**src/rtl/wdog_pkg.sv**
```systemverilog
package wdog_pkg;
  localparam int PSC_W = 3;

  typedef enum logic [1:0] {
    LVL_FREE    = 2'd0,
    LVL_GUARDED = 2'd1,
    LVL_LOCKED  = 2'd2
  } safety_e;

  typedef struct packed {
    logic             run;
    logic             clr;
    logic [PSC_W-1:0] sel;
  } cnt_strobe_t;

  function automatic safety_e decodeLevel(input logic compat, input logic alwaysOn);
    if (alwaysOn)    return LVL_LOCKED;
    else if (compat) return LVL_FREE;
    else             return LVL_GUARDED;
  endfunction
endpackage

```
**src/rtl/wdog_ctrl.sv**
```systemverilog
module wdog_ctrl
  import wdog_pkg::*;
#(
  parameter int WIN_CYC = 4
) (
  input  logic             clk,
  input  logic             rst_n,
  input  logic             cfgCompat,
  input  logic             cfgAlwaysOn,
  input  logic             wrEn,
  input  logic             wrChg,
  input  logic             wrEna,
  input  logic [PSC_W-1:0] wrPsc,
  input  logic             kick,
  output cnt_strobe_t      strobe,
  output logic             rdChg,
  output logic             rdEna,
  output logic [PSC_W-1:0] rdPsc
);
  localparam int WIN_W = $clog2(WIN_CYC + 1);

  safety_e          level;
  logic [WIN_W-1:0] winQ, winNext;
  logic             enaQ, enaNext;
  logic [PSC_W-1:0] pscQ, pscNext;
  logic             winOpen, unlockWr, plainWr;

  assign level    = decodeLevel(cfgCompat, cfgAlwaysOn);
  assign winOpen  = (winQ != '0);
  assign unlockWr = wrEn && wrChg && wrEna;
  assign plainWr  = wrEn && !unlockWr;

  always_comb begin
    enaNext = enaQ;
    pscNext = pscQ;
    winNext = winOpen ? winQ - WIN_W'(1) : '0;
    if (unlockWr) begin
      winNext = WIN_W'(WIN_CYC);
      enaNext = 1'b1;
      if (level == LVL_FREE) pscNext = wrPsc;
    end else if (plainWr) begin
      if (wrEna)        enaNext = 1'b1;
      else if (winOpen) enaNext = 1'b0;
      if (level == LVL_FREE || winOpen) pscNext = wrPsc;
      winNext = '0;
    end
    if (level == LVL_LOCKED) enaNext = 1'b1;
  end

  always_ff @(posedge clk) begin
    if (!rst_n) begin
      winQ <= '0;
      enaQ <= (level == LVL_LOCKED);
      pscQ <= '0;
    end else begin
      winQ <= winNext;
      enaQ <= enaNext;
      pscQ <= pscNext;
    end
  end

  assign strobe.run = enaQ;
  assign strobe.clr = kick || !enaQ;
  assign strobe.sel = pscQ;
  assign rdChg = winOpen;
  assign rdEna = enaQ;
  assign rdPsc = pscQ;
endmodule

```
**src/rtl/wdog_count.sv**
```systemverilog
module wdog_count
  import wdog_pkg::*;
#(
  parameter int BASE_EXP = 14
) (
  input  logic        clk,
  input  logic        rst_n,
  input  logic        tick,
  input  cnt_strobe_t strobe,
  output logic        wdReset
);
  localparam int PSC_MAX = (1 << PSC_W) - 1;
  localparam int CNT_W   = BASE_EXP + PSC_MAX;

  logic [CNT_W-1:0] cnt, termVal;
  logic             atTerm, fireQ;

  assign termVal = {CNT_W{1'b1}} >> (PSC_W'(PSC_MAX) - strobe.sel);
  assign atTerm  = (cnt == termVal);

  always_ff @(posedge clk) begin
    if (!rst_n) begin
      cnt   <= '0;
      fireQ <= 1'b0;
    end else begin
      fireQ <= 1'b0;
      if (strobe.clr) begin
        cnt <= '0;
      end else if (tick && strobe.run) begin
        if (atTerm) begin
          cnt   <= '0;
          fireQ <= 1'b1;
        end else begin
          cnt <= cnt + CNT_W'(1);
        end
      end
    end
  end

  assign wdReset = fireQ;
endmodule

```
**src/rtl/wdog_guard.sv**
```systemverilog
module wdog_guard
  import wdog_pkg::*;
#(
  parameter int BASE_EXP = 14,
  parameter int WIN_CYC  = 4
) (
  input  logic       clk,
  input  logic       rst_n,
  input  logic       cfgCompat,
  input  logic       cfgAlwaysOn,
  input  logic       tick,
  input  logic       wrEn,
  input  logic       wrChg,
  input  logic       wrEna,
  input  logic [2:0] wrPsc,
  input  logic       kick,
  output logic       rdChg,
  output logic       rdEna,
  output logic [2:0] rdPsc,
  output logic       wdReset
);
  cnt_strobe_t strobe;

  wdog_ctrl #(.WIN_CYC(WIN_CYC)) ctrl (
    .clk(clk), .rst_n(rst_n), .cfgCompat(cfgCompat), .cfgAlwaysOn(cfgAlwaysOn),
    .wrEn(wrEn), .wrChg(wrChg), .wrEna(wrEna), .wrPsc(wrPsc), .kick(kick),
    .strobe(strobe), .rdChg(rdChg), .rdEna(rdEna), .rdPsc(rdPsc)
  );

  wdog_count #(.BASE_EXP(BASE_EXP)) count (
    .clk(clk), .rst_n(rst_n), .tick(tick), .strobe(strobe), .wdReset(wdReset)
  );
endmodule

```
**config.mk**
```make
export PLATFORM = sky130hd
export DESIGN_NAME = wdog_guard
export DESIGN_NICKNAME = d
export VERILOG_FILES = /design/src/rtl/wdog_pkg.sv /design/src/rtl/wdog_ctrl.sv /design/src/rtl/wdog_count.sv /design/src/rtl/wdog_guard.sv
export SDC_FILE = /design/constraint.sdc
export NUM_CORES = 1
export LEC_CHECK = 0
export ABC_AREA = 1
export CORE_ASPECT_RATIO = 0.5
export CORE_MARGIN = 5
export CORE_UTILIZATION = 45
export CTS_BUF_LIST = sky130_fd_sc_hd__clkbuf_16
export DETAILED_ROUTE_END_ITERATION = 16
export DONT_BUFFER_PORTS = 1
export GPL_TIMING_DRIVEN = 0
export HOLD_SLACK_MARGIN = 0.1
export PLACE_DENSITY = 0.61
export SETUP_SLACK_MARGIN = 0.05
export SLEW_MARGIN = 10
export SYNTH_ARGS = -nofsm -noshare
export SYNTH_HDL_FRONTEND = slang
export SYNTH_SLANG_ARGS = --single-unit
```
**constraint.sdc**
```tcl
create_clock -name clk -period 3.1 [get_ports clk]
set_input_delay 0.62 -clock clk [delete_from_list [all_inputs] [get_ports clk]]
set_output_delay 0.62 -clock clk [all_outputs]
set_load 0.02 [all_outputs]
```
# Yosys cells after proc, flatten, opt, wreduce, memory -nomap -nowiden
# Index checks and enable logic that the tools add are counted.
[classes]
bitwise_logic = 3
addsub = 3
n_shift = 1
div = 0
mul = 0
n_eq_ne = 5
order_cmp = 0
n_mux = 17
reduce_logical = 17
[op_table]
columns = ["op", "count"]
rows = [
  ["$add A21 B1 Y21 const B", 1],
  ["$eq A21 B21 Y1", 1],
  ["$mux W21", 1],
  ["$mux W3", 7],
  ["$shr A21 B3 Y21 const A", 1],
  ["$mux W1", 8],
  ["$ne A5 B1 Y1 const B", 1],
  ["$logic_and A1 B1 Y1", 4],
  ["$ne A4 B1 Y1 const B", 1],
  ["$reduce_bool A2 Y1", 2],
  ["$reduce_or A4 Y1", 1],
  ["$not A1 Y1", 3],
  ["$reduce_and A3 Y1", 1],
  ["$reduce_bool A3 Y1", 1],
  ["$reduce_or A3 Y1", 1],
  ["$sub A3 B1 Y3 const B", 1],
  ["$sub A3 B3 Y3 const A", 1],
  ["$eq A2 B2 Y1 const B", 1],
  ["$logic_not A1 Y1", 2],
  ["$logic_not A2 Y1", 1],
  ["$logic_or A1 B1 Y1", 2],
  ["$mux W2", 1],
  ["$ne A2 B2 Y1 const B", 1],
  ["$reduce_and A2 Y1", 1],
  ["$reduce_or A2 Y1", 1],
]
[totals]
latchBits = 0
word_cells = 52
output_inout_bits = 6
mem_bits_ro = 0
reg_bits = 29
mem_bits_rw = 0
mem_count = 0

# Depth between registers and ports, before layout
# Gate-level depths: netlist (run 1).
[depth]
word_depth = 8
mapped_depth = 10
mapped_depth_nobuf = 10

# By module
# Synthesis (run 1) repeated with hierarchy kept, for this count alone.
[hier_totals]
cells_unflattened = 244
area_unflattened_um2 = 1655.3
[modules_own_cells]
columns = ["module", "area_each_um2", "instances", "seq_area_each_um2", "cells_per_inst"]
rows = [
  ["wdog_count", 1242.4, 1, 440.4, 191],
  ["wdog_ctrl", 412.9, 1, 150.1, 53],
]

# Least setup slack after synthesis (run 1)
# OpenSTA, ideal clock, no wires.
[synth_timing]
path_kind = "flip-flop to flip-flop"
startpoint = "register ctrl.pscQ[2] (netlist: ctrl.rdPsc[2])"
endpoint = "register count.cnt[11]"
t_required_ns = 2.981
path_slack_ns = 1.621
stages_incl_launch_ff = 10
synth_period_minus_slack_ns = 1.479
setup_ns = 0.119
t_arrival_ns = 1.361
path_cell_list = "dfxtp_1 -> inv_2 -> nand2_1 -> nand3_1 -> nor2_2 -> nand2_4 -> nor2_4 -> nand3_4 -> nand2_8 -> nor2_2"
[synth_between]
elab_chain_len = 4
[synth_lines]
columns = ["element", "line", "rtl"]
rows = [
  ["start, declared", "wdog_ctrl.sv:25", "logic [PSC_W-1:0] pscQ, pscNext;"],
  ["start signal, assigned", "wdog_ctrl.sv:58", "pscQ <= pscNext;"],
  ["$sub A3 B3 Y3", "wdog_count.sv:18", "assign termVal = {CNT_W{1'b1}} >> (PSC_W'(PSC_MAX) - strobe.sel);"],
  ["$shr A21 B3 Y21", "wdog_count.sv:18", ""],
  ["$eq A21 B21 Y1", "wdog_count.sv:19", "assign atTerm = (cnt == termVal);"],
  ["$mux W21", "wdog_count.sv:30", "if (atTerm) begin"],
  ["end signal, assigned", "wdog_count.sv:34", "cnt <= cnt + CNT_W'(1);"],
  ["end, declared", "wdog_count.sv:15", "logic [CNT_W-1:0] cnt, termVal;"],
]
# No other way between the ends.
# A chain may end at the register's enable or synchronous reset.

# Final worst setup path (run 1)
[layout_timing]
startpoint = "register ctrl.enaQ (netlist: ctrl.rdEna)"
endpoint = "register count.cnt[20]"
[layout_between]
elab_chain_len = 3
[layout_lines]
columns = ["element", "line", "rtl"]
rows = [
  ["start, declared", "wdog_ctrl.sv:24", "logic enaQ, enaNext;"],
  ["start signal, assigned", "wdog_ctrl.sv:53", "enaQ <= (level == LVL_LOCKED);"],
  ["start signal, assigned", "wdog_ctrl.sv:57", "enaQ <= enaNext;"],
  ["$logic_not A1 Y1", "wdog_ctrl.sv:63", "assign strobe.clr = kick || !enaQ;"],
  ["$logic_or A1 B1 Y1", "wdog_ctrl.sv:63", ""],
  ["$reduce_or A2 Y1 (no source line)", "--", ""],
]
# Parallel ways exist; a longest one is shown, timed or not.

==> results of run 1 <==
## final cells by class
class	count	area (um^2)
fill	367	1640
multi-input combinational	180	1010
sequential	29	591
clock buffer	5	125
inverter	33	124
tap	51	63.8
clock inverter	3	12.5
buffer	1	3.75
## cell usage after synthesis, types with 3 or more instances
master	instances	share of area (%)
nand2_1	46	10
o21ai_1	3	0.87
xnor2_1	4	2.0
nand4_1	5	1.8
nor2_4	3	2.0
xor2_1	9	4.6
a21oi_1	6	1.7
dfxtp_1	28	32
nor2_2	12	4.3
nor2_1	35	7.6
inv_1	32	7.0
nor3_1	6	1.7
ha_1	3	2.2
o21ai_0	10	2.9
nand3_1	21	6.1
## stage by stage
step	power [W]	area (um^2)
2_1_floorplan	0.000456	1730
3_3_place_gp	0.000468	1790
3_5_place_dp	0.000469	1790
4_1_cts	0.000925	1930
5_1_grt	0.000956	1930
6_report	0.000915	1930
## worst max-delay path, cell delays in order (launching register included)
cell	delay (ns)
edfxtp_1	0.53
nand3_1	0.21
nor3_1	0.46
nand3_1	0.19
xor2_1	0.21
nor2_2	0.06
## state kept, by name, indices dropped and copies added, names as in the netlist
name	cells
ctrl.winQ	3
ctrl.rdPsc	3
ctrl.rdEna	1
count.cnt	21
count.wdReset	1
## how the worst max path moves through the flow
stage	end	slack, ns	cells past startpoint
CTS	count.cnt[20]	1.34	5
global placement	count.cnt[20]	1.39	5
detailed placement	count.cnt[20]	1.34	5
global route	count.cnt[20]	1.23	5
floorplan	count.cnt[11]	1.62	9
finish	count.cnt[20]	1.34	5
## routing by layer
metal	share of wire (%)	up-vias	GRT usage (%)	wire length, um
li1	-	787	-	-
met1	53	670	20.2	1990
met2	41	28	26.1	1550
met3	4.9	2	5.05	183
met4	0.37	0	4.14	14
met5	0	-	0	0
## power breakdown
| part | leakage (nW) | switching, W | internal [W] | total, W |
|---|---|---|---|---|
| clock network | 0.0687 | 0.000164 | 0.000289 | 0.000453 |
| logic | 0.489 | 0.0000448 | 0.0000202 | 0.0000651 |
| registers | 0.236 | 0.0000141 | 0.000382 | 0.000396 |
| total | 0.794 | 0.000223 | 0.000692 | 0.000915 |
## kinds of logic after synthesis
kind of cell | after synthesis | share of synthesized area [%]
AND/OR/NAND/NOR | 141 | 42.2
AO/OA/AOI/OAI | 22 | 6.81
flip-flops | 29 | 34.2
adder cells (fa/ha/maj) | 3 | 2.17
buffers and inverters | 34 | 7.39
XOR/XNOR | 13 | 6.59
multiplexers | 1 | 0.580
==> results.txt, run 1 <==
number of cells on the worst reg-to-reg path: 5
I/O pin count: 18
commonest non-fill, non-tap cells in the layout: nand2_1 (46), nor2_1 (35), inv_1 (32), dfxtp_1 (28), nand3_1 (21)
total grt overflow: 0
FF-to-FF Start: ctrl.rdEna
Routed WL: 3.74 mm
total CTS buffers: 5
final worst setup slack: 1.34 ns
layout cell share with drive strength beyond 1: 12.7%
Tmin final: 1.76 ns
num rows: 15
Crit Path Max Fanout: 4
initial DRC count: 64
post-synthesis sequential area ratio: 34.2%
drt drc: 0
Root Driver: clkbuf_16
die height: 53.8 um
skew final: 0.00749 ns
hold depth: 1
Chip Width: 97.6 um
Clock Sink Count: 29
Vias/cell: 4.92
Antenna Cells: 0
capture point of the worst reg-to-reg path: count.cnt[20]
RSZ-0062 raised after global routing: no
Final Max Slew Viols: 0
vias in the first global route: 1399
TritonCTS clock tree: done
Longest Clk Path Bufs: 2
Layout Utilization: 54.1%
Core Area: 3570 um^2
P&R area growth vs syn: 11.7%
startpoint class of the critical path: flop
Final Non-Filler Cells: 302
Via Count: 1487
Synth async-reset ratio: 0%
global-route wire length before repair: 6.40 mm
Nets: 265
Hold Path Origin: ctrl.winQ[0]
synthesized area per cell: 7.11 um^2
Yosys cell types: 32
cells after synthesis: 243
gpl congestion: 0.823
placed cell count: 294
pwr dens: 474 nW/um^2
Initial Util: 48.4%
#FFs+latches synth: 29
latest clock arrival within the worst-skew pair: 0.27 ns
Hold Worst Slack: 0.410 ns
number of flops mapped to enable cells by yosys: 1
largest net degree at the start of global routing: 11
TritonRoute pass-1 iters: 4
htree depth: 2
flop-to-flop setup slack: 1.34 ns
Post-DRT Antenna Nets: 0
critical path arrival: 1.92 ns
Tcrit/Tclk final: 56.9%
Post-synth top flop: dfxtp_1
pre-CTS setup slack: 1.34 ns
WP data required: 3.26 ns
Rel. slew slack: 62.7%
crit path launch: ctrl.rdEna
commonest non-fill, non-tap cell in the layout: nand2_1
Fin. Hold Viols: 0
Post-CTS Setup Bufs: 0
max-cap viol count: 0
VDD IR max: 301 uV
Setup CP Type: reg -> reg
initial antenna violation count: 0
status: finished clean
Leakage: 0.794 nW
synthesized cell area: 1730 um^2
Max Fclk: 0.567 GHz
min-delay worst type: reg -> reg
Ys Warns: 0
port buffer count: 0
clk slew on worst S/H paths: 0.05 ns
# hold bufs at CTS: 0
CP endpoint kind: flop
HPWL after DPL: 2.83 mm
Syn Nets: 258
Slew @ Worst Pin: 0.559 ns
Avg WL per Cell: 12.4 um
Die ar.: 5250 um^2
Post-Route Setup TNS: 0 ns
Gates resized, CTS repair: 0
WHS Endpoint: ctrl.winQ[0]
GRT Total Usage: 15.7%
Setup-failing EPs final: 0
Note: power is estimated with default switching activity, not from simulation.
==> run 2, diff against run 1 <==
--- a/config.mk
+++ b/config.mk
@@ -14,7 +14,7 @@
 export DONT_BUFFER_PORTS = 1
 export GPL_TIMING_DRIVEN = 0
 export HOLD_SLACK_MARGIN = 0.1
-export PLACE_DENSITY = 0.61
+export PLACE_DENSITY = 0.63
 export SETUP_SLACK_MARGIN = 0.05
 export SLEW_MARGIN = 10
 export SYNTH_ARGS = -nofsm -noshare
==> constraint.sdc (replaced) <==
create_clock -name clk -period 1.53 [get_ports clk]
set_input_delay 0.306 -clock clk [delete_from_list [all_inputs] [get_ports clk]]
set_output_delay 0.306 -clock clk [all_outputs]
set_load 0.02 [all_outputs]
==> run 2 against run 1 <==
First-iteration DRC count up 27%; wire length is 6.7% higher; via count is 5.8% higher; worst hold slack got worse by 0.25 ns; power rose by 100%; clock power increased by 99%; register-to-register slack got worse by 1.3 ns; combinational power rose by 140%; clock-buffer cell count stayed put; critical path type unchanged; critical endpoint is now count.cnt[0].
==> results.txt, run 2 (synthesis results as in run 1) <==
TritonRoute pass-1 iters: 4
status: finished clean
largest register by flop count: count.cnt
VDD IR max: 741 uV
layout cell share with drive strength beyond 1: 29.9%
num rows: 15
Die ar.: 5250 um^2
initial antenna violation count: 0
Max Fclk: 0.661 GHz
Chip Width: 97.6 um
max FFs per register: 21
CP endpoint kind: flop
skew final: 0.00451 ns
Pwr Total: 0.00187 W
flop-to-flop setup slack: 0.02 ns
Rel. slew slack: 72.7%
Setup-failing EPs final: 0
Initial Util: 48.4%
die height: 53.8 um
total CTS buffers: 5
Setup CP Type: reg -> reg
I/O pin count: 18
largest net degree at the start of global routing: 11
Avg WL per Cell: 12.6 um
min-delay worst type: in -> reg
# hold bufs at CTS: 0
Antenna Cells: 0
FF-to-FF Start: ctrl.rdPsc[2]
total grt overflow: 0
startpoint class of the critical path: flop
TritonCTS clock tree: done
Fin. Hold Viols: 0
Critical-path top delay cell: dfxtp_4
Tmin final: 1.51 ns
Nets: 278
HPWL after DPL: 2.77 mm
Leakage: 0.903 nW
CP max stage delay: 0.44 ns
WHS Endpoint: ctrl.rdPsc[0]
Vias/cell: 4.99
Crit Path Max Fanout: 8
hold depth: 2
pwr dens: 850 nW/um^2
htree depth: 2
Clock Sink Count: 29
max-cap viol count: 0
drt drc: 0
Slew @ Worst Pin: 0.409 ns
number of cells on the worst reg-to-reg path: 7
Post-DRT Antenna Nets: 0
latest clock arrival within the worst-skew pair: 0.27 ns
commonest non-fill, non-tap cell in the layout: nand2_1
capture point of the worst reg-to-reg path: count.cnt[0]
CP most frequent cell: nor2_2
gpl congestion: 0.792
initial DRC count: 81
WP data required: 1.69 ns
Tcrit/Tclk final: 98.9%
P&R area growth vs syn: 27.5%
Hold Worst Slack: 0.155 ns
critical path arrival: 1.67 ns
Longest Clk Path Bufs: 2
Routed WL: 3.98 mm
commonest non-fill, non-tap cells in the layout: nand2_1 (42), inv_1 (32), nor2_1 (30), nand3_1 (17), dfxtp_1 (15)
Via Count: 1573
vias in the first global route: 1440
Final Max Slew Viols: 0
RSZ-0062 raised after global routing: yes
clk slew on worst S/H paths: 0.05 ns
Core Area: 3570 um^2
port buffer count: 0
global-route wire length before repair: 6.68 mm
GRT Total Usage: 16.5%
Root Driver: clkbuf_16
Hold Path Origin: rst_n
Cell Chain, Critical Path: nor2_1, o21ai_1, nand2_1, nor2_2, nand3_4, nand2_8, nor2_2
run 2: cell count changes in the layout (fill, tap and decap cells not counted), moves of 3 or more:
cell,previous run,this run
nor2_1,35,30
nand2_2,2,5
buf_4,0,12
dfxtp_1,28,15
dfxtp_2,0,10
nor2_4,3,9
o21ai_0,10,7
dfxtp_4,0,3
nand2_1,46,42
nand3_1,21,17
run 2: how the worst max path moves through the flow:
stage / startpoint / endpoint / slack [ns] / cells after the start
after floorplan: ctrl.rdPsc[2] / count.cnt[11] / 0.05 / 9
after global placement: ctrl.rdPsc[2] / count.cnt[11] / -0.16 / 9
after detailed placement: ctrl.rdPsc[2] / count.cnt[20] / -0.18 / 9
after CTS: ctrl.rdEna / count.cnt[14] / -0.001 / 6
after global routing: ctrl.rdEna / count.cnt[14] / -0.05 / 6
final: ctrl.rdPsc[2] / count.cnt[0] / 0.02 / 7
run 2: power by group:
group / switching (W) / internal, W
Sequential: 0.0000358 / 0.000776
Clock: 0.000320 / 0.000582
Combinational: 0.000102 / 0.0000565
Total: 0.000458 / 0.00141
run 2: layout make-up:
type | instances | area, um^2
flip-flops and latches | 29 | 614
multi-input cells | 181 | 1160
inverters | 33 | 129
well taps | 51 | 63.8
repair buffers | 12 | 90.1
clock inverters | 3 | 11.3
fillers | 311 | 1360
clock buffers | 5 | 125
plain buffers | 1 | 5.00
run 2: stage by stage:
stage               cell area (um^2)  instances  setup WS, ns  TNS [ns]  util [%]
detailed placement              1790        294        -0.179     -2.39      50.2
global route                    2200        315       -0.0507    -0.712      61.8
CTS                             2060        310      -0.00137  -0.00137      57.6
floorplan                       1730        243        0.0505         0         -
global placement                1790        294        -0.156     -1.98      50.2
finish                          2200        315        0.0171         0      61.8
run 2: per-layer routing:
metal	routed length (um)	share of wire, %	vias to the layer above	global-route usage, %
met5	0	0	-	0
li1	-	-	814	-
met1	2040	51	718	22.4
met2	1710	43	36	25.7
met4	37	0.93	0	4.83
met3	199	5.0	5	4.79
run 2: critical path: cells and delay by family, from the launching register on:
kind	cells	cell delay, ns
compound gates	1	0.21
simple gates	6	0.73
flops	1	0.44
run 2: repair_timing:
item | in CTS | in global routing
pin swaps | 10 | 12
gates cloned | 1 | 0
gates resized for setup | 23 | 33
buffers inserted | 7 | 5
setup endpoints to repair | 25 | 23
==> run 3, diff against run 2 <==
--- a/config.mk
+++ b/config.mk
@@ -7,7 +7,7 @@
 export LEC_CHECK = 0
 export ABC_AREA = 1
 export CORE_ASPECT_RATIO = 0.5
-export CORE_MARGIN = 5
+export CORE_MARGIN = 1
 export CORE_UTILIZATION = 45
 export CTS_BUF_LIST = sky130_fd_sc_hd__clkbuf_16
 export DETAILED_ROUTE_END_ITERATION = 16
==> run 3 against run 2 <==
Wire length fell by 1.4%; utilization fell by 0.94 points; die area fell by 22%; critical path type unchanged; sequential power barely moved; highest routed layer unchanged; sequential share of layout area rose by 0.41 points.
==> results.txt, run 3 (synthesis results as in run 1) <==
status: finished clean
WP data required: 1.70 ns
total CTS buffers: 5
Via Count: 1552
clk slew on worst S/H paths: 0.05 ns
hold depth: 2
max FFs per register: 21
Leakage: 0.883 nW
TritonCTS clock tree: done
Avg WL per Cell: 12.6 um
latest clock arrival within the worst-skew pair: 0.27 ns
I/O pin count: 18
# hold bufs at CTS: 0
filler cell count in the final layout: 325
Setup CP Type: reg -> reg
Post-Route Setup TNS: 0 ns
Final Max Slew Viols: 0
largest net degree at the start of global routing: 11
CP endpoint kind: flop
Fin. Hold Viols: 0
CP most frequent cell: nand2_4
Longest Clk Path Bufs: 2
htree depth: 2
HPWL after DPL: 2.77 mm
layout cell share with drive strength beyond 1: 29.1%
Pwr Total: 0.00186 W
startpoint class of the critical path: flop
commonest non-fill, non-tap cell in the layout: nand2_1
initial DRC count: 94
max-cap viol count: 0
VDD IR max: 660 uV
Tmin final: 1.50 ns
Chip Width: 89.6 um
GRT Total Usage: 21.9%
drt drc: 0
WP depth: 10
critical path arrival: 1.66 ns
P&R area growth vs syn: 24.9%
flop-to-flop setup slack: 0.03 ns
kind of cell adding the most delay to the critical path: simple AND/OR/NAND/NOR gates
initial antenna violation count: 0
Clock Sink Count: 29
Root Driver: clkbuf_16
skew final: 0.00540 ns
vias in the first global route: 1382
Nets: 276
Core Area: 3550 um^2
port buffer count: 0
Antenna Cells: 0
CP max stage delay: 0.35 ns
Setup-failing EPs final: 0
Routed WL: 3.93 mm
Tcrit/Tclk final: 97.9%
RSZ-0062 raised after global routing: yes
number of cells on the worst reg-to-reg path: 10
Initial Util: 48.7%
gpl congestion: 0.779
Post-DRT Antenna Nets: 0
Max Fclk: 0.668 GHz
commonest non-fill, non-tap cells in the layout: nand2_1 (40), inv_1 (30), nor2_1 (29), nand3_1 (18), dfxtp_1 (18)
Slew @ Worst Pin: 0.415 ns
TritonRoute pass-1 iters: 4
min-delay worst type: in -> reg
global-route wire length before repair: 6.40 mm
Crit Path Max Fanout: 8
Critical-path top delay cell: dfxtp_2
Vias/cell: 4.97
Buf+Inv Stages, Crit Path: 1
pwr dens: 864 nW/um^2
die height: 45.8 um
Die ar.: 4100 um^2
largest register by flop count: count.cnt
Rel. slew slack: 72.3%
Cell Chain, Critical Path: ha_4, nand3_4, inv_2, nand2_4, nor2_8, nand2_4, nor2_4, nand3_4, nand2_4, nor2_2
total grt overflow: 0
num rows: 15
-- run 3: what timing repair did --
| action | CTS | global route |
|---|---|---|
| gates resized for setup | 23 | 28 |
| endpoints found under the setup margin | 25 | 24 |
| setup buffers | 6 | 4 |
| gates cloned | 1 | 0 |
| pin swaps | 5 | 12 |
-- run 3: report_power, final --
| group | internal, W | switching (W) |
|---|---|---|
| clock | 0.000578 | 0.000309 |
| sequential | 0.000776 | 0.0000367 |
| combinational | 0.0000594 | 0.000105 |
| total | 0.00141 | 0.000451 |
-- run 3: worst paths after layout --
check | startpoint | to
worst max-delay path | count.cnt[0] | count.cnt[1]
worst min register to register | ctrl.winQ[0] | ctrl.winQ[0]
worst min-delay path | rst_n | ctrl.rdPsc[0]
worst max register to register | count.cnt[0] | count.cnt[1]
-- run 3: cell type report --
cell class / instances / area, um^2 / share of cell area (%)
multi-input combinational: 181 / 1140 / 53.0
sequential: 29 / 611 / 28.3
inverter: 33 / 126 / 5.86
clock buffer: 5 / 125 / 5.80
timing repair buffer: 10 / 75.1 / 3.48
tap: 51 / 63.8 / 2.96
clock inverter: 2 / 7.51 / 0.348
buffer: 1 / 5.00 / 0.232
-- run 3: metrics by stage --
| stage | setup slack (ns) | hold WS [ns] | instance area [um^2] | util [%] | std cells |
|---|---|---|---|---|---|
| floorplan | 0.0505 | 0.391 | 1730 | - | 243 |
| global placement | -0.174 | 0.398 | 1790 | 50.5 | 294 |
| detailed placement | -0.207 | 0.403 | 1790 | 50.5 | 294 |
| CTS | 0.0000117 | 0.156 | 2040 | 57.6 | 308 |
| global route | -0.0492 | 0.171 | 2160 | 60.8 | 312 |
| finish | 0.0326 | 0.160 | 2160 | 60.8 | 312 |
-- run 3: routing by layer --
metal	up-vias	GRT usage, %	routed length [um]
met3	5	7.43	132
met4	0	4.76	31
met2	17	34.7	1790
met1	714	29.1	1970
met5	-	0	0
li1	816	-	-
